<file path="src/rtl/hpt_pkg.sv">
package hpt_pkg;
  localparam int VA_W       = 64;
  localparam int SEG_SHIFT  = 28;
  localparam int HASH_W     = 39;
  localparam int PSHIFT_W   = 6;
  localparam int AVPN_SHIFT = 23;
  localparam int TAG_LSB    = 7;
  localparam int TAG_W      = VA_W - TAG_LSB;
  localparam int SLOT_N     = 8;
  localparam int SLOT_W     = $clog2(SLOT_N);
  localparam int ENTRY_LG   = 4;
  localparam int GROUP_LG   = SLOT_W + ENTRY_LG;
  localparam int VALID_BIT  = 0;
  localparam int SEC_BIT    = 1;
  localparam int RPN_LSB    = 12;
  localparam int RPN_W      = 50;
  localparam int PP_W       = 2;
  localparam int NX_BIT     = 2;

  typedef struct packed {
    logic [RPN_W-1:0] rpn;
    logic [PP_W-1:0]  pp;
    logic             nx;
  } xlat_t;

  typedef enum logic {ST_IDLE = 1'b0, ST_SCAN = 1'b1} scan_st_t;
endpackage

</file>
<file path="src/rtl/hpt_group_hash.sv">
module hpt_group_hash
  import hpt_pkg::*;
#(
  parameter int ADDR_W = 46
) (
  input  logic                clk,
  input  logic                rst,
  input  logic                load,
  input  logic [VA_W-1:0]     va,
  input  logic [PSHIFT_W-1:0] page_shift,
  input  logic [TAG_W-1:0]    avpn_clr,
  input  logic [HASH_W-1:0]   hash_mask,
  input  logic                sec_mode,
  output logic [ADDR_W-1:0]   base_addr,
  output logic [TAG_W-1:0]    tag_q,
  output logic                sec_q
);
  localparam int SEG_PAD = VA_W - SEG_SHIFT;
  localparam int GRP_PAD = VA_W - HASH_W;

  logic [HASH_W-1:0] seg_part;
  logic [HASH_W-1:0] page_part;
  logic [HASH_W-1:0] raw_hash;
  logic [HASH_W-1:0] sel_hash;
  logic [HASH_W-1:0] grp_idx;
  logic [VA_W-1:0]   in_seg;
  logic [TAG_W-1:0]  tag_next;

  // Fold the segment number against the page number inside the segment
  always_comb begin
    seg_part  = HASH_W'(va >> SEG_SHIFT);
    in_seg    = {{SEG_PAD{1'b0}}, va[SEG_SHIFT-1:0]};
    page_part = HASH_W'(in_seg >> page_shift);
    raw_hash  = seg_part ^ page_part;
    sel_hash  = sec_mode ? ~raw_hash : raw_hash;
    grp_idx   = sel_hash & hash_mask;
    base_addr = ADDR_W'({{GRP_PAD{1'b0}}, grp_idx} << GROUP_LG);
    tag_next  = TAG_W'(va >> AVPN_SHIFT) & ~avpn_clr;
  end

  always_ff @(posedge clk) begin
    if (rst) begin
      tag_q <= '0;
      sec_q <= 1'b0;
    end else if (load) begin
      tag_q <= tag_next;
      sec_q <= sec_mode;
    end
  end
endmodule

</file>
<file path="src/rtl/hpt_entry_match.sv">
module hpt_entry_match
  import hpt_pkg::*;
(
  input  logic [VA_W-1:0]  v_word,
  input  logic [TAG_W-1:0] tag,
  input  logic             sec,
  output logic             match
);
  logic tag_eq;
  logic flags_ok;

  always_comb begin
    tag_eq   = (v_word[VA_W-1:TAG_LSB] == tag);
    flags_ok = v_word[VALID_BIT] && (v_word[SEC_BIT] == sec);
    match    = tag_eq && flags_ok;
  end
endmodule

</file>
<file path="src/rtl/hpt_scan_ctrl.sv">
module hpt_scan_ctrl
  import hpt_pkg::*;
#(
  parameter int ADDR_W = 46
) (
  input  logic              clk,
  input  logic              rst,
  input  logic              start,
  input  logic [ADDR_W-1:0] base_addr,
  input  logic              match,
  input  logic [VA_W-1:0]   r_word,
  output logic              load,
  output logic              busy,
  output logic              done,
  output logic              hit,
  output logic [SLOT_W-1:0] hit_slot,
  output xlat_t             result,
  output logic              rd_en,
  output logic [ADDR_W-1:0] rd_addr
);
  localparam int CNT_W = SLOT_W + 1;
  localparam logic [ADDR_W-1:0] STEP = ADDR_W'(1 << ENTRY_LG);
  localparam logic [SLOT_W-1:0] LAST_SLOT = SLOT_W'(SLOT_N - 1);

  scan_st_t          state;
  logic [CNT_W-1:0]  issue_cnt;
  logic [SLOT_W-1:0] rd_slot;
  logic [SLOT_W-1:0] cmp_slot;
  logic              cmp_valid;
  logic              finish;
  xlat_t             decoded;

  always_comb begin
    load        = (state == ST_IDLE) && start;
    busy        = (state == ST_SCAN);
    finish      = busy && cmp_valid && (match || (cmp_slot == LAST_SLOT));
    decoded.rpn = r_word[RPN_LSB +: RPN_W];
    decoded.pp  = r_word[PP_W-1:0];
    decoded.nx  = r_word[NX_BIT];
  end

  always_ff @(posedge clk) begin
    if (rst) begin
      state     <= ST_IDLE;
      done      <= 1'b0;
      hit       <= 1'b0;
      hit_slot  <= '0;
      result    <= '0;
      rd_en     <= 1'b0;
      rd_addr   <= '0;
      rd_slot   <= '0;
      issue_cnt <= '0;
      cmp_valid <= 1'b0;
      cmp_slot  <= '0;
    end else begin
      done <= 1'b0;
      case (state)
        ST_IDLE: begin
          cmp_valid <= 1'b0;
          if (start) begin
            state     <= ST_SCAN;
            hit       <= 1'b0;
            hit_slot  <= '0;
            result    <= '0;
            rd_en     <= 1'b1;
            rd_addr   <= base_addr;
            rd_slot   <= '0;
            issue_cnt <= CNT_W'(1);
          end
        end
        default: begin
          cmp_valid <= rd_en && !finish;
          cmp_slot  <= rd_slot;
          if (finish) begin
            state <= ST_IDLE;
            done  <= 1'b1;
            rd_en <= 1'b0;
            hit   <= match;
            if (match) begin
              hit_slot <= cmp_slot;
              result   <= decoded;
            end
          end else if (issue_cnt < CNT_W'(SLOT_N)) begin
            rd_en     <= 1'b1;
            rd_addr   <= rd_addr + STEP;
            rd_slot   <= issue_cnt[SLOT_W-1:0];
            issue_cnt <= issue_cnt + CNT_W'(1);
          end else begin
            rd_en <= 1'b0;
          end
        end
      endcase
    end
  end

  // reset leaves the block idle
  a_r1_reset_idle: assert property (@(posedge clk)
    rst |=> (!busy && !done && !rd_en && !hit));

  // consecutive reads walk the group in 16-byte steps
  a_r2_addr_step: assert property (@(posedge clk) disable iff (rst)
    (rd_en && $past(rd_en)) |-> (rd_addr == $past(rd_addr) + STEP));

  // no read is issued outside a search
  a_r8_reads_in_scan: assert property (@(posedge clk) disable iff (rst)
    rd_en |-> busy);

  // every search ends with a completion pulse
  a_r7_done_on_end: assert property (@(posedge clk) disable iff (rst)
    $fell(busy) |-> done);

  // completion is a single-cycle pulse
  a_r11_done_pulse: assert property (@(posedge clk) disable iff (rst)
    done |=> !done);

  // idle results hold while no start arrives
  a_r11_hold: assert property (@(posedge clk) disable iff (rst)
    (!busy && !start) |=> ($stable(hit) && $stable(hit_slot) && $stable(result)));
endmodule

</file>
<file path="src/rtl/hpt_group_search.sv">
module hpt_group_search
  import hpt_pkg::*;
#(
  parameter int ADDR_W = 46
) (
  input  logic                clk,
  input  logic                rst,
  input  logic                start,
  input  logic [VA_W-1:0]     va,
  input  logic [PSHIFT_W-1:0] page_shift,
  input  logic [TAG_W-1:0]    avpn_clr,
  input  logic [HASH_W-1:0]   hash_mask,
  input  logic                sec_mode,
  output logic                busy,
  output logic                done,
  output logic                hit,
  output logic [SLOT_W-1:0]   hit_slot,
  output logic [RPN_W-1:0]    real_pn,
  output logic [PP_W-1:0]     prot_pp,
  output logic                no_exec,
  output logic                mem_rd_en,
  output logic [ADDR_W-1:0]   mem_rd_addr,
  input  logic [VA_W-1:0]     mem_v_word,
  input  logic [VA_W-1:0]     mem_r_word
);
  logic              load;
  logic [ADDR_W-1:0] base_addr;
  logic [TAG_W-1:0]  tag_q;
  logic              sec_q;
  logic              match;
  xlat_t             result;

  hpt_group_hash #(.ADDR_W(ADDR_W)) u_hash (
    .clk       (clk),
    .rst       (rst),
    .load      (load),
    .va        (va),
    .page_shift(page_shift),
    .avpn_clr  (avpn_clr),
    .hash_mask (hash_mask),
    .sec_mode  (sec_mode),
    .base_addr (base_addr),
    .tag_q     (tag_q),
    .sec_q     (sec_q)
  );

  hpt_entry_match u_match (
    .v_word(mem_v_word),
    .tag   (tag_q),
    .sec   (sec_q),
    .match (match)
  );

  hpt_scan_ctrl #(.ADDR_W(ADDR_W)) u_ctrl (
    .clk      (clk),
    .rst      (rst),
    .start    (start),
    .base_addr(base_addr),
    .match    (match),
    .r_word   (mem_r_word),
    .load     (load),
    .busy     (busy),
    .done     (done),
    .hit      (hit),
    .hit_slot (hit_slot),
    .result   (result),
    .rd_en    (mem_rd_en),
    .rd_addr  (mem_rd_addr)
  );

  assign real_pn = result.rpn;
  assign prot_pp = result.pp;
  assign no_exec = result.nx;

  // a start during a search leaves the captured search key untouched
  a_r10_key_locked: assert property (@(posedge clk) disable iff (rst)
    busy |=> ($stable(tag_q) && $stable(sec_q)));
endmodule

</file>
<file path="config.mk">
export PLATFORM = sky130hd
export DESIGN_NAME = hpt_group_search
export DESIGN_NICKNAME = d
export VERILOG_FILES = /design/src/rtl/hpt_pkg.sv /design/src/rtl/hpt_group_hash.sv /design/src/rtl/hpt_entry_match.sv /design/src/rtl/hpt_scan_ctrl.sv /design/src/rtl/hpt_group_search.sv
export SDC_FILE = /design/constraint.sdc
export NUM_CORES = 1
export LEC_CHECK = 0
export BUFFER_PORTS_ARGS = -buffer_cell sky130_fd_sc_hd__clkbuf_2
export CELL_PAD_IN_SITES_DETAIL_PLACEMENT = 0
export CELL_PAD_IN_SITES_GLOBAL_PLACEMENT = 1
export CORE_ASPECT_RATIO = 1.5
export CORE_MARGIN = 1.5
export CORE_UTILIZATION = 37
export CTS_CLUSTER_DIAMETER = 100
export DETAILED_ROUTE_END_ITERATION = 8
export GPL_TIMING_DRIVEN = 0
export HOLD_SLACK_MARGIN = 0.06
export PLACE_DENSITY_LB_ADDON = 0.05
export SLEW_MARGIN = 20
export SYNTH_ARGS = -nofsm -noshare
export SYNTH_HDL_FRONTEND = slang
export SYNTH_SLANG_ARGS = --single-unit
</file>
<file path="constraint.sdc">
create_clock -name clk -period 6.2 [get_ports clk]
set_input_delay 0.62 -clock clk [delete_from_list [all_inputs] [get_ports clk]]
set_output_delay 0.62 -clock clk [all_outputs]
set_load 0.01 [all_outputs]
</file>
# [Word level (Yosys, flattened, before mapping)]
# Index checks and enable logic that the tools add are counted.
[word_totals] regBits=175 output_inout_bits=106
[op_classes] magnitude_cmp=1 add_sub_neg=2 bitwise=6 eq_ne=7 n_mux=31 shifts=1 reduce_logical=13
[op_table] op="$mux W53" n=4
[op_table] op="$mux W46" n=4
[op_table] op="$and A41 B57 Y57" n=1
[op_table] op="$eq A57 B57 Y1" n=1
[op_table] op="$not A57 Y57" n=1
[op_table] op="$add A46 B5 Y46 const B" n=1
[op_table] op="$and A39 B39 Y39" n=1
[op_table] op="$mux W39" n=1
[op_table] op="$not A39 Y39" n=1
[op_table] op="$shr A28 B6 Y39" n=1
[op_table] op="$xor A36 B39 Y39" n=1
[op_table] op="$mux W3" n=7
[op_table] op="$mux W4" n=4
[op_table] op="$mux W1" n=11
[op_table] op="$logic_and A1 B1 Y1" n=6
[op_table] op="$ne A2 B2 Y1 const B" n=3
[op_table] op="$reduce_and A3 Y1" n=2
[op_table] op="$add A4 B1 Y4 const B" n=1
[op_table] op="$lt A4 B4 Y1 const B" n=1
[op_table] op="$eq A3 B3 Y1 const B" n=1
[op_table] op="$ne A2 B1 Y1 const B" n=1
[op_table] op="$reduce_and A2 Y1" n=1
[op_table] op="$reduce_bool A2 Y1" n=1
[op_table] op="$reduce_or A2 Y1" n=1
[op_table] op="4 further kinds" n=4

# [Logic depth before layout (Yosys ltp)]
# Gate-level depths: netlist of the first run.
[depth] depth_word=7 ltp_mapped=10 depth_no_buf=8

# [By module]
# Synthesis of the first run repeated with hierarchy kept, for this count alone.
[unflattened] hier_cells=1179 hier_area_um2=10303.6
[by_module_without_submodules] module="hpt_scan_ctrl" instances=1 area_per_inst_um2=5253.8 cells_each=592
[by_module_without_submodules] module="hpt_group_hash" instances=1 area_per_inst_um2=4390.5 cells_each=501
[by_module_without_submodules] module="hpt_entry_match" instances=1 area_per_inst_um2=659.4 cells_each=86

# [Worst setup path after synthesis of the first run]
# Ideal clock, no wire load.
[synth_path] path_kind="input port to flip-flop" start="in mem_v_word[56]" end="reg u_ctrl.rd_addr[10]" setup_ns=0.128 stages=9 slack_ns=3.520 required_time_ns=6.072 t_arrival_ns=2.552 n_path_buf=2 path_cell_list="nor4b_1 > nand4_1 > or4_1 > nor4_2 > buf_2 > buf_2 > o31ai_1 > a222oi_1 > nor2_1"
[synth_between] elab_chain_len=6
[synth_lines] item="start, declared" line="hpt_group_search.sv:23" rtl="input logic [VA_W-1:0] mem_v_word,"
[synth_lines] item="$eq A57 B57 Y1" line="hpt_entry_match.sv:13" rtl="tag_eq = (v_word[VA_W-1:TAG_LSB] == tag);"
[synth_lines] item="$logic_and A1 B1 Y1" line="hpt_entry_match.sv:15" rtl="match = tag_eq && flags_ok;"
[synth_lines] item="$logic_or A1 B1 Y1" line="hpt_scan_ctrl.sv:36" rtl="finish = busy && cmp_valid && (match || (cmp_slot == LAST_SLOT));"
[synth_lines] item="$logic_and A1 B1 Y1" line="hpt_scan_ctrl.sv:36"
[synth_lines] item="$ne A2 B2 Y1 (no line)"
[synth_lines] item="$reduce_and A3 Y1 (no line)"
[synth_lines] item="end signal, assigned" line="hpt_scan_ctrl.sv:66" rtl="rd_addr <= base_addr;"
[synth_lines] item="end signal, assigned" line="hpt_scan_ctrl.sv:85" rtl="rd_addr <= rd_addr + STEP;"
[synth_lines] item="end, declared" line="hpt_scan_ctrl.sv:19" rtl="output logic [ADDR_W-1:0] rd_addr"
# No other way between the ends.
# A chain may end at the register's enable or synchronous reset.

# [Final worst setup path of the first run]
[layout_path] start="reg u_ctrl.state, in the netlist u_ctrl.busy" end="reg u_ctrl.rd_addr[14]"
[layout_between] elab_chain_len=4
[layout_lines] item="start, declared" line="hpt_scan_ctrl.sv:25" rtl="scan_st_t state;"
[layout_lines] item="start signal, assigned" line="hpt_scan_ctrl.sv:44" rtl="state <= ST_IDLE;"
[layout_lines] item="start signal, assigned" line="hpt_scan_ctrl.sv:61" rtl="state <= ST_SCAN;"
[layout_lines] item="start signal, assigned" line="hpt_scan_ctrl.sv:75" rtl="state <= ST_IDLE;"
[layout_lines] item="$logic_and A1 B1 Y1 (2 in a row)" line="hpt_scan_ctrl.sv:36"
[layout_lines] item="$ne A2 B2 Y1 (no line)"
[layout_lines] item="$reduce_and A3 Y1 (no line)"
# Parallel ways exist; a longest one is shown, timed or not.

==> metrics.yaml, run 1 <==
outcome:
  status: "complete, no violations"
clock_network:
  clock_tree_from_tritoncts: "built"
  clkSlewWorstSetupHoldPaths_ns: 0.07
  cts.repair.resized: 0
  ctsHoldBuffers: 0
  cts-root-to-sink-buffers: 2
  cts-htree-levels: 4
  clk_latency_ns: 0.44
  clock-sinks: 155
  cts_inserted_buffers: 17
  clock-root-buffer: "clkbuf_16"
  post-cts-setup-buffers: 0
floorplan:
  die_y_microns: 197.8
  std_cell_rows: 71
  die-width_microns: 132.9
  design.core.area_sq_um: 24960
  area_of_the_die_sq_um: 26280
  io-pin-count: 404
  initial_utilization_pct: 37.50
critical_path:
  crit_slowest_cell: "nor2_1"
  cp_data_required_time_ns: 6.56
  cp_max_fo: 10
  critical_path.most_common_cell: "clkbuf_1"
  worstSetupPathType: "reg2reg"
  critical_path.startpoint_type: "flip-flop"
  worstSetupEndpointType: "flip-flop"
  critical_path_s_largest_stage_delay_ns: 0.75
  critical_path.cell_chain: "clkbuf_1 -> nor2b_1 -> clkbuf_1 -> o22ai_1 -> clkbuf_1 -> nor2_1 -> buf_2 -> nand4b_1 -> a31oi_1"
  timing.critical_path.arrival_ns: 3.72
global_routing:
  grtUsageTotal_pct: 29.09
  globalRouteMet1Util_pct: 30.89
  groute.layer.met2.usage_pct: 54.78
  globalRouteMet3Util_pct: 5.837
  grt_start_max_net_pins: 17
  grt_first_pass_wirelength_microns: 57550
  grt_overflow_total: 0
  number_of_global_route_vias_before_repair: 9882
  busiest_layer: "met2"
  number_of_antenna_violations_at_the_first_check_in_global_routing: 2
hold_path:
  min_path_type: "in2reg"
cells_and_area:
  final-instance-count-excl-fill: 1826
  syn2layout_area_growth_pct: 30.10
  finalCoreUtilization_pct: 48.78
  filler_cell_count: 2585
  finalNetCount: 1787
  drive_above_1_share_pct: 30.97
  antenna-diode-count: 0
  finalInstanceArea_sq_um: 12180
detailed_routing:
  drt_first_pass_iters: 8
  detail_route.wl_per_cell_microns: 21.40
  wl_microns: 39090
  routed_via_density: 5.479
  count_of_routing_violations_after_the_opening_detailed_route_iteration: 545
  drtAntennaViolNets: 0
  via_count: 10000
  drc_errors: 0
sta:
  max_freq_mhz: 297.4
  clock-skew-final_ns: 0.01158
  rsz_0062_raised_after_global_routing: "false"
  worst_slew_pin_slew_ns: 0.8543
  timing.final.crit_period_ns: 3.362
  setup-violations-final: 0
  finalHoldViolCount: 0
  fin_crit_sh_pct: 54.23
  timing.final.max_slew_violations: 0
  timing.max_slew.rel_slack_pct: 42.84
  post_route_setup_tns_ns: 0
synthesis:
  yosysWarningCount: 0
  synth_ff_type: "dfxtp_1"
  number_of_flops_mapped_to_enable_cells_by_yosys: 0
  postSynthRegisterBits: 155
  synth.cell_area_sq_um: 9360
  postSynthCellCount: 1101
  synth.avg_cell_area_sq_um: 8.502
  async_reset_ff_share_pct: 0
  post_synth_num_cell_types: 71
  synth-seq-area-share_pct: 33.15
power:
  p_sw_share_pct: 29.90
  power_per_cell_area_nw_per_um2: 218.2
  combPwrFrac_pct: 20.5
  power.static_leakage_nw: 4.770
  power.net_switching_mw: 0.7945
  power.internal_mw: 1.863
  seqPwrFrac_pct: 40.0
  vdd_ir_drop_max_v: 0.0002007
  post-layout-total-power_mw: 2.657
  power_frac_clock_pct: 39.5
place:
  dp_hpwl_microns: 32050
  port-buffer-count: 364
  gp_routability_congestion: 0.9235
  placed_cell_area_sq_um: 11600
  placed_cells: 1796
job:
  max-cap-violations: 0
-- through the flow --
| step | hold slack (ns) | setup WS [ns] |
|---|---|---|
| CTS | 0.3819 | 2.811 |
| detailed placement | 0.4479 | 2.698 |
| finish | 0.3932 | 2.838 |
| global route | 0.3969 | 2.632 |
| global placement | 0.4415 | 2.687 |
| floorplan | 0.4316 | 3.520 |
-- path summary, 6_finish.rpt --
| check | slack [ns] | cells past startpoint | from | endpoint |
|---|---|---|---|---|
| min reg2reg | 0.45 | 2 | u_ctrl.rd_slot[2] | u_ctrl.rd_slot[2] |
| max reg2reg | 2.84 | 9 | u_ctrl.busy | u_ctrl.rd_addr[14] |
| min | 0.39 | 2 | mem_r_word[20] | u_ctrl.result[11] |
| max | 2.84 | 9 | u_ctrl.busy | u_ctrl.rd_addr[14] |
-- cells in the mapped netlist (19+ instances only) --
cell type | number | area, sq um
a22o_1 | 33 | 289.0
a31oi_1 | 26 | 162.7
clkbuf_1 | 57 | 214.0
nand3b_1 | 46 | 345.3
mux2i_1 | 27 | 270.3
nand3_1 | 55 | 275.3
mux4_2 | 26 | 585.6
nor2_1 | 61 | 229.0
nand4_1 | 31 | 193.9
a32oi_1 | 19 | 166.4
a21oi_1 | 97 | 485.5
xnor2_1 | 90 | 788.3
dfxtp_1 | 155 | 3103
nand2_1 | 126 | 473.0
-- sequential cells by signal, summed over array words and instances, names as in the netlist --
name              flops
u_ctrl.busy           1
u_ctrl.done           1
u_ctrl.issue_cnt      4
u_ctrl.result        53
u_ctrl.cmp_slot       3
u_ctrl.rd_en          1
u_ctrl.rd_slot        3
u_hash.sec_q          1
u_ctrl.hit            1
u_ctrl.rd_addr       42
u_hash.tag_q         41
u_ctrl.cmp_valid      1
u_ctrl.hit_slot       3
-- worst max-delay path, delay by kind of cell, from the launching register on --
family	cells	cell delay (ns)
buf+inv	4	1.53
flops	1	0.31
simple gates	3	1.05
compound gates	2	0.38
-- cell families after synthesis --
family	synth area share, %
flip-flops	33.15
adder cells (fa/ha/maj)	0.2673
AO/OA/AOI/OAI	17.19
buffers and inverters	4.451
other	0.04006
AND/OR/NAND/NOR	24.69
multiplexers	10.11
XOR/XNOR	10.11
-- area by class of cell --
class,instances,area (sq um),area share [%]
Inverter,8,30.03,0.2466
Sequential cell,155,3103,25.48
Timing Repair Buffer,364,1822,14.96
Clock buffer,19,452.9,3.719
Tap cell,328,410.4,3.370
Multi-Input combinational cell,853,5852,48.05
Buffer,88,386.6,3.175
Clock inverter,11,121.4,0.9966
-- placed cells by master, fill, tap and decap left out, drive strengths merged, types with 7 or more instances in the layout --
cell | Yosys | layout
a31oi | 26 | 26
inv | 7 | 8
o22ai | 9 | 9
xnor2 | 90 | 90
nor3 | 16 | 16
xor2 | 18 | 18
clkbuf | 57 | 440
nand4 | 32 | 32
a21oi | 97 | 97
nand2 | 126 | 126
or4 | 16 | 16
dfxtp | 155 | 155
and3 | 12 | 12
nor4 | 19 | 19
nand3b | 46 | 46
o21ai | 18 | 18
nor2 | 63 | 63
mux2 | 8 | 8
nand3 | 55 | 55
buf | 31 | 31
mux2i | 27 | 27
a32oi | 19 | 19
mux4 | 26 | 26
and2 | 7 | 7
a22o | 33 | 33
-- routing by layer --
layer	up-vias	routed length (microns)
li1	4845	-
met1	4673	14410
met2	408	20540
met3	78	2504
met4	0	1634
met5	-	0
-- power by group through the flow --
stage	logic (mW)	registers, mW	clock network, mW
2_1_floorplan	0.293	1.08	0
3_3_place_gp	0.545	1.08	0
3_5_place_dp	0.543	1.08	0
4_1_cts	0.545	1.06	1.06
5_1_grt	0.585	1.07	1.10
6_report	0.545	1.06	1.05
No activity file was read; power rests on OpenSTA's default activity.
==> run 2, diff against run 1 <==
ABC_AREA = 1   (was default)
CORE_UTILIZATION = 30   (was 37)
clock period = 3 ns   (was 6.2 ns; I/O delays follow)
==> run 2 against run 1 <==
  * Die area grew 39%
  * Hold slack lost 0.32 ns
  * Critical path depth grew 4
  * Setup slack lost 2.2 ns
  * Clock power grew 120%
  * Clock-buffer cell count shrank 2
  * Via count grew 31%
  * Core utilization shrank 9.1 points
  * Sequential cell count is the same
  * Largest cell class unchanged
  * Highest routed layer is now met5
  * Combinational power grew to 2.5 times the previous value
  * Sequential power grew 110%
==> metrics.yaml, run 2 <==
global_routing:
  number_of_global_route_vias_before_repair: 12220  # +24%
  grtUsageTotal_pct: 27.33  # -1.8 points
  grt_first_pass_wirelength_microns: 73730  # +28%
  number_of_antenna_violations_at_the_first_check_in_global_routing: 2  # unchanged
  grt_start_max_net_pins: 19  # +2
  grt_overflow_total: 0  # unchanged
synthesis:
  netlist_top_cells_count: "nand2_1 (533), nand3_1 (289), inv_1 (213), nor2_1 (184), dfxtp_1 (155)"
  synth_top_area_share_pct: 29.20  # -4.0 points
  netlist_top_cells_area: "dfxtp_1 (29%), nand2_1 (19%), nand3_1 (14%), inv_1 (7.5%), nor2_1 (6.5%)"
  yosysWarningCount: 0  # unchanged
  synth_ff_type: "dfxtp_1"
  netlist.top_cell.by_area: "dfxtp_1"
  synth.avg_cell_area_sq_um: 5.861  # -31%
  most_common_cell_in_the_synthesized_netlist: "nand2_1"
  synth-seq-area-share_pct: 29.20  # -4.0 points
  postSynthRegisterBits: 155  # unchanged
  number_of_flops_mapped_to_enable_cells_by_yosys: 0  # unchanged
  post_synth_num_cell_types: 38  # -46%
  synth.cell_area_sq_um: 10630  # +14%
  postSynthCellCount: 1813  # +65%
  async_reset_ff_share_pct: 0  # unchanged
cells_and_area:
  layout_top_registers: "u_ctrl.result: 53 flops, u_ctrl.rd_addr: 42 flops, u_hash.tag_q: 41 flops"
  filler_cell_count: 4038  # +56%
  syn2layout_area_growth_pct: 30.84
  multi_input_comb_area_sq_um: 6213  # +6.2%
  drive_above_1_share_pct: 20.54  # -10 points
  largest_register_ffs: 53  # unchanged
  final_common_cell: "nand2_1"
  mostFrequentLayoutCells: "nand2_1 (533), clkbuf_2 (362), nand3_1 (289), inv_1 (213), nor2_1 (184)"
  finalNetCount: 2522  # +41%
  seq_area_sq_um: 3103  # unchanged
  antenna-diode-count: 0  # unchanged
  largest-register: "u_ctrl.result"
clock_network:
  cts-htree-levels: 4  # unchanged
  cts_inserted_buffers: 17  # unchanged
  clock_tree_from_tritoncts: "built"
  clock-root-buffer: "clkbuf_16"
  post-cts-setup-buffers: 0  # unchanged
  cts-root-to-sink-buffers: 2  # unchanged
  clk_latency_ns: 0.46  # +0.02 ns
  clkSlewWorstSetupHoldPaths_ns: 0.08  # about the same
  clock-sinks: 155  # unchanged
power:
  power_frac_clock_pct: 39.3  # -0.2 points
  post-layout-total-power_mw: 5.937  # +120%
  p_sw_share_pct: 35.22  # +5.3 points
  combPwrFrac_pct: 23.0  # +2.5 points
  seqPwrFrac_pct: 37.7  # -2.3 points
  power_per_cell_area_nw_per_um2: 427.0  # +96%
  power.net_switching_mw: 2.091  # +160%
  power.static_leakage_nw: 7.024  # +47%
  power.internal_mw: 3.846  # +110%
  vdd_ir_drop_max_v: 0.0004030  # +100%
place:
  port-buffer-count: 362  # -0.55%
  dp_worst_setup_slack_ns: 0.6406  # -2.058 ns
  gp_routability_congestion: 0.9361  # +1.4%
  dp_hpwl_microns: 42180  # +32%
sta:
  clock-skew-final_ns: 0.01570  # +0.004125 ns
  rsz_0062_raised_after_global_routing: "false"
  post_route_setup_tns_ns: 0  # unchanged
  timing.max_slew.rel_slack_pct: 41.18  # -1.7 points
  timing.final.max_slew_violations: 0  # unchanged
  setup-violations-final: 0  # unchanged
  fin_crit_sh_pct: 77.49  # +23 points
  setup_ws_ns: 0.6754  # -2.162 ns
  finalHoldViolCount: 0  # unchanged
  timing.final.crit_period_ns: 2.325  # -1.038 ns
  worst_slew_pin_slew_ns: 0.8823  # +0.02802 ns
  max_freq_mhz: 430.2  # +45%
critical_path:
  timing.critical_path.arrival_ns: 2.73  # -0.99 ns
  critical_path.startpoint_type: "flip-flop"
  worstSetupEndpointType: "flip-flop"
  cp_max_fo: 5  # -5
  critical_path.cell_chain: "ha_1 -> nand3_2 -> nor2_4 -> nand2_4 -> inv_1 -> nand3_1 -> nor2_1 -> o21ai_0 -> a21oi_1 -> nor2_1 -> nand2_1 -> nand2_1 -> inv_1"
  crit_slowest_cell: "dfxtp_1"
  cp_data_required_time_ns: 3.40  # -3.16 ns
  critical_path_s_largest_stage_delay_ns: 0.43  # -0.32 ns
  worstSetupPathType: "reg2reg"
floorplan:
  area_of_the_die_sq_um: 36580  # +39%
  die_y_microns: 233.5  # +18%
  design.core.area_sq_um: 35000  # +40%
  initial_utilization_pct: 30.36  # -7.1 points
  io-pin-count: 404  # unchanged
  die-width_microns: 156.7  # +18%
  std_cell_rows: 84  # +18%
detailed_routing:
  wl_microns: 50730  # +30%
  drtAntennaViolNets: 0  # unchanged
  via_count: 13070  # +31%
  drt_first_pass_iters: 6  # -2
  routed_via_density: 4.825  # -12%
  count_of_routing_violations_after_the_opening_detailed_route_iteration: 746  # +37%
  detail_route.wl_per_cell_microns: 18.73  # -12%
  drc_errors: 0  # unchanged
outcome:
  status: "complete, no violations"
hold_path:
  min_path_type: "in2reg"
job:
  max-cap-violations: 0  # unchanged
run 2: cell types whose count changed after synthesis, moves of 17 or more:
cell	before	now
nand2_1	126	533
nand3_1	55	289
inv_1	6	213
nor2_1	61	184
xnor2_1	90	23
o21ai_0	17	54
a22o_1	33	0
nand3b_1	46	15
mux2i_1	27	0
mux4_2	26	0
a21oi_1	97	122
a31oi_1	26	1
a32oi_1	19	0
nor4_1	18	1
run 2: metrics by stage:
step                hold slack (ns)  area, sq um  cells  utilization, %
floorplan                    0.4384        10640   1816               -
global placement             0.4451        13040   2651           37.26
detailed placement           0.4538        13040   2651           37.26
CTS                         0.06038        13900   2708           39.73
global route                0.07452        13900   2708           39.73
finish                      0.07053        13900   2708           39.73
run 2: layout make-up:
class	count	area share, %
multi-input combinational	1345	44.69
sequential	155	22.32
timing repair buffer	387	14.83
inverter	218	5.886
tap	473	4.257
buffer	98	3.618
clock buffer	17	3.060
clock inverter	15	1.341
run 2: path summary, 6_finish.rpt:
path,startpoint,end,slack [ns],depth (start not counted)
max,u_ctrl.rd_addr[4],u_ctrl.rd_addr[22],0.68,13
min,mem_r_word[23],u_ctrl.result[14],0.07,3
max reg2reg,u_ctrl.rd_addr[4],u_ctrl.rd_addr[22],0.68,13
min reg2reg,u_ctrl.result[15],u_ctrl.result[15],0.46,2
run 2: cells by family after synthesis:
family	synth area share [%]
buf+inv	12.43
other cells	0.03529
compound gates	10.80
flops	29.20
simple gates	44.17
xor+xnor	3.132
fa+ha+maj	0.2355
run 2: metal layers:
metal	track usage, %	up-vias	wire length, microns	part of all wire (%)
met5	0	-	27	0.053
li1	-	6638	-	-
met1	30.92	5980	20280	40
met2	50.50	373	26200	52
met4	11.13	4	1887	3.7
met3	4.249	71	2328	4.6
run 2: timing repair:
action | 4_1_cts | 5_1_grt
resized for setup | 0 | 0
hold endpoints to repair | 25 | 0
hold buffers | 25 | 0
run 2: critical path, delay by kind of cell (launching register included):
family,cells,cell delay (ns)
compound gates,2,0.27
fa+ha+maj,1,0.31
buf+inv,2,0.13
flops,1,0.43
simple gates,8,1.13
run 2: power groups by stage:
stage | combinational (mW) | clock, mW | sequential [mW]
2_1_floorplan | 0.732 | 0 | 2.28
3_3_place_gp | 1.34 | 0 | 2.29
3_5_place_dp | 1.34 | 0 | 2.29
4_1_cts | 1.37 | 2.37 | 2.24
5_1_grt | 1.51 | 2.45 | 2.25
6_report | 1.37 | 2.33 | 2.24
==> run 3, diff against run 2 <==
ABC_AREA = 0   (was 1)
CORE_UTILIZATION = 35   (was 30)
clock period = 2.25 ns   (was 3 ns; I/O delays follow)
==> run 3 against run 2 <==
  * The flow now finishes with violations (setup timing)
  * Cell count shrank 28%
  * Non-clock buffer count grew 86
  * Sequential share of layout area fell by 0.28 points
  * Register-to-register slack got worse by 0.95 ns
  * Global-route usage up 2.3 points
  * Clock power is 28% higher
  * Fmax is 7.8% lower
  * Sequential power rose by 32%
  * Core utilization grew 14 points
  * Highest routed layer is now met4
==> metrics.yaml, run 3 (synthesis gave the netlist of run 1 again) <==
hold_path:
  min_path_type: "in2reg"
  whs_path_depth: 3  # unchanged
  min_from: "avpn_clr[31]"
  hold_path_end: "u_hash.tag_q[31]"
place:
  port-buffer-count: 364  # +0.55%
  gp_routability_congestion: 0.9172  # -2.0%
  dp_hpwl_microns: 32800  # -22%
  placed_cell_area_sq_um: 11640  # -11%
power:
  power_per_cell_area_nw_per_um2: 545.5  # +28%
  power.static_leakage_nw: 5.737  # -18%
  post-layout-total-power_mw: 7.769  # +31%
  vdd_ir_drop_max_v: 0.0005443  # +35%
cells_and_area:
  finalNetCount: 1906  # -24%
  finalInstanceArea_sq_um: 14240  # +2.4%
  filler_cell_count: 2564  # -37%
  layout_top_registers: "u_ctrl.result: 53 flops, u_ctrl.rd_addr: 42 flops, u_hash.tag_q: 41 flops"
  syn2layout_area_growth_pct: 52.16
  final_common_cell: "clkbuf_2"
  antenna-diode-count: 0  # unchanged
  largest-register: "u_ctrl.result"
  finalCoreUtilization_pct: 53.96  # +14 points
  largest_register_ffs: 53  # unchanged
  mostFrequentLayoutCells: "clkbuf_2 (371), dfxtp_1 (132), nand2_1 (116), a21oi_1 (90), dlygate4sd3_1 (74)"
  drive_above_1_share_pct: 39.84  # +19 points
global_routing:
  number_of_antenna_violations_at_the_first_check_in_global_routing: 0  # -2
  grt_start_max_net_pins: 17  # -2
  grt_overflow_total: 0  # unchanged
  grtUsageTotal_pct: 29.63  # +2.3 points
  grt_first_pass_wirelength_microns: 60890  # -17%
  number_of_global_route_vias_before_repair: 10470  # -14%
detailed_routing:
  drc_errors: 0  # unchanged
  routed_via_density: 5.465  # +13%
  wl_microns: 42500  # -16%
  detail_route.wl_per_cell_microns: 21.73  # +16%
  drtAntennaViolNets: 0  # unchanged
  drt_first_pass_iters: 5  # -1
  count_of_routing_violations_after_the_opening_detailed_route_iteration: 458  # -39%
  via_count: 10690  # -18%
critical_path:
  worstSetupPathType: "reg2reg"
  worstReg2RegStart: "u_hash.sec_q"
  worstSetupEndpointType: "flip-flop"
  cp_max_fo: 4  # -1
  regToRegEndpoint: "u_ctrl.rd_addr[43]"
  r2r.worst_path.cells: 10  # -3
  cp_data_required_time_ns: 2.59  # -0.81 ns
  critical_path.startpoint_type: "flip-flop"
  register_to_register_path_setup_slack_ns: -0.27  # -0.95 ns
  timing.critical_path.arrival_ns: 2.86  # +0.13 ns
outcome:
  status: "complete, but fails checks"
  violations: "setup timing"
floorplan:
  initial_utilization_pct: 35.46  # +5.1 points
  die-width_microns: 136.5  # -13%
  design.core.area_sq_um: 26400  # -25%
  area_of_the_die_sq_um: 27750  # -24%
  std_cell_rows: 73  # -13%
  die_y_microns: 203.3  # -13%
  io-pin-count: 404  # unchanged
clock_network:
  clock-sinks: 155  # unchanged
  clkSlewWorstSetupHoldPaths_ns: 0.07  # about the same
  clk_latency_ns: 0.44  # -0.02 ns
  cts-htree-levels: 4  # unchanged
  cts-root-to-sink-buffers: 2  # unchanged
  clock_tree_from_tritoncts: "built"
  clock-root-buffer: "clkbuf_16"
  cts_inserted_buffers: 17  # unchanged
sta:
  setup_ws_ns: -0.2721  # -0.9475 ns
  max_freq_mhz: 396.5  # -7.8%
  clock-skew-final_ns: 0.01159  # -0.004112 ns
  fin_crit_sh_pct: 112.1  # +35 points
  rsz_0062_raised_after_global_routing: "true"
  timing.final.max_slew_violations: 0  # unchanged
  setup-violations-final: 50  # +50
  timing.max_slew.rel_slack_pct: 38.64  # -2.5 points
  timing.final.crit_period_ns: 2.522  # +0.1975 ns
  finalHoldViolCount: 0  # unchanged
  post_route_setup_tns_ns: -8.550  # -8.550 ns
  worst_slew_pin_slew_ns: 0.9204  # +0.03807 ns
job:
  max-cap-violations: 0  # unchanged
run 3: cell count changes in the layout (fill, tap and decap cells not counted), moves of 31 or more:
cell | before | now
nor2_1 | 184 | 56
xnor2_1 | 23 | 61
a22o_1 | 0 | 33
nand3_1 | 289 | 49
dlygate4sd3_1 | 25 | 74
a21oi_1 | 122 | 90
o21ai_0 | 54 | 12
inv_1 | 213 | 6
nand2_1 | 533 | 116
nand3b_1 | 15 | 46
run 3: through the flow:
| stage | instances | hold slack (ns) | worst slack [ns] |
|---|---|---|---|
| global placement | 1805 | 0.4377 | -1.223 |
| floorplan | 1104 | 0.3507 | -0.008456 |
| CTS | 1949 | 0.06140 | -0.2232 |
| finish | 1956 | 0.07171 | -0.2721 |
| global route | 1956 | 0.07737 | -0.3359 |
| detailed placement | 1805 | 0.4386 | -1.258 |
run 3: where the power goes:
group          total, mW  switching (mW)  internal, mW
combinational       1.84           0.981         0.859
sequential          2.95           0.121          2.83
clock               2.98            1.28          1.70
run 3: routing by layer:
layer  wire, microns  vias to the layer above  share of wire [%]  track usage, %
met5               0                        -                  0               0
met4            1839                        0                4.3           14.67
met3            2573                       94                6.1           5.195
met2           22800                      435                 54           55.76
met1           15290                     5075                 36           30.88
li1                -                     5085                  -               -
run 3: worst max-delay path, cell delays in order, from the launching register on:
cell and delay (ns):
dfxtp_1 0.34, xnor2_2 0.21, nand4_1 0.11, or4_4 0.60, nor4_4 0.31, buf_4 0.19, buf_12 0.12, buf_4 0.12
nor4bb_1 0.04, o21ai_0 0.15, nor4b_2 0.23
run 3: layout make-up:
cell class | count | area [sq um] | share of cell area (%)
flip-flops and latches | 155 | 3139 | 22.04
inverters | 8 | 30.03 | 0.2108
clock buffers | 20 | 456.7 | 3.207
well taps | 337 | 421.7 | 2.961
plain buffers | 83 | 489.2 | 3.435
repair buffers | 488 | 3097 | 21.74
multi-input cells | 853 | 6474 | 45.45
clock inverters | 12 | 135.1 | 0.9488
run 3: how the worst max path moves through the flow:
stage	start	to	slack (ns)	depth (start not counted)
2_1_floorplan	u_ctrl.rd_addr[17]	u_ctrl.rd_addr[41]	-0.008	7
3_3_place_gp	u_ctrl.busy	u_ctrl.rd_addr[16]	-1.22	9
3_5_place_dp	u_ctrl.busy	u_ctrl.rd_addr[11]	-1.26	9
4_1_cts	u_hash.tag_q[35]	u_ctrl.rd_addr[13]	-0.22	10
5_1_grt	u_hash.tag_q[37]	u_ctrl.rd_addr[23]	-0.34	10
6_report	u_hash.sec_q	u_ctrl.rd_addr[43]	-0.27	10
run 3: timing repair:
item / CTS / global route
cloned: 5 / 0
buffers inserted: 37 / 10
endpoints found under the setup margin: 146 / 101
resized for setup: 128 / 90
hold endpoints to repair: 74 / 0
hold buffers: 74 / 0
pin swaps: 52 / 50
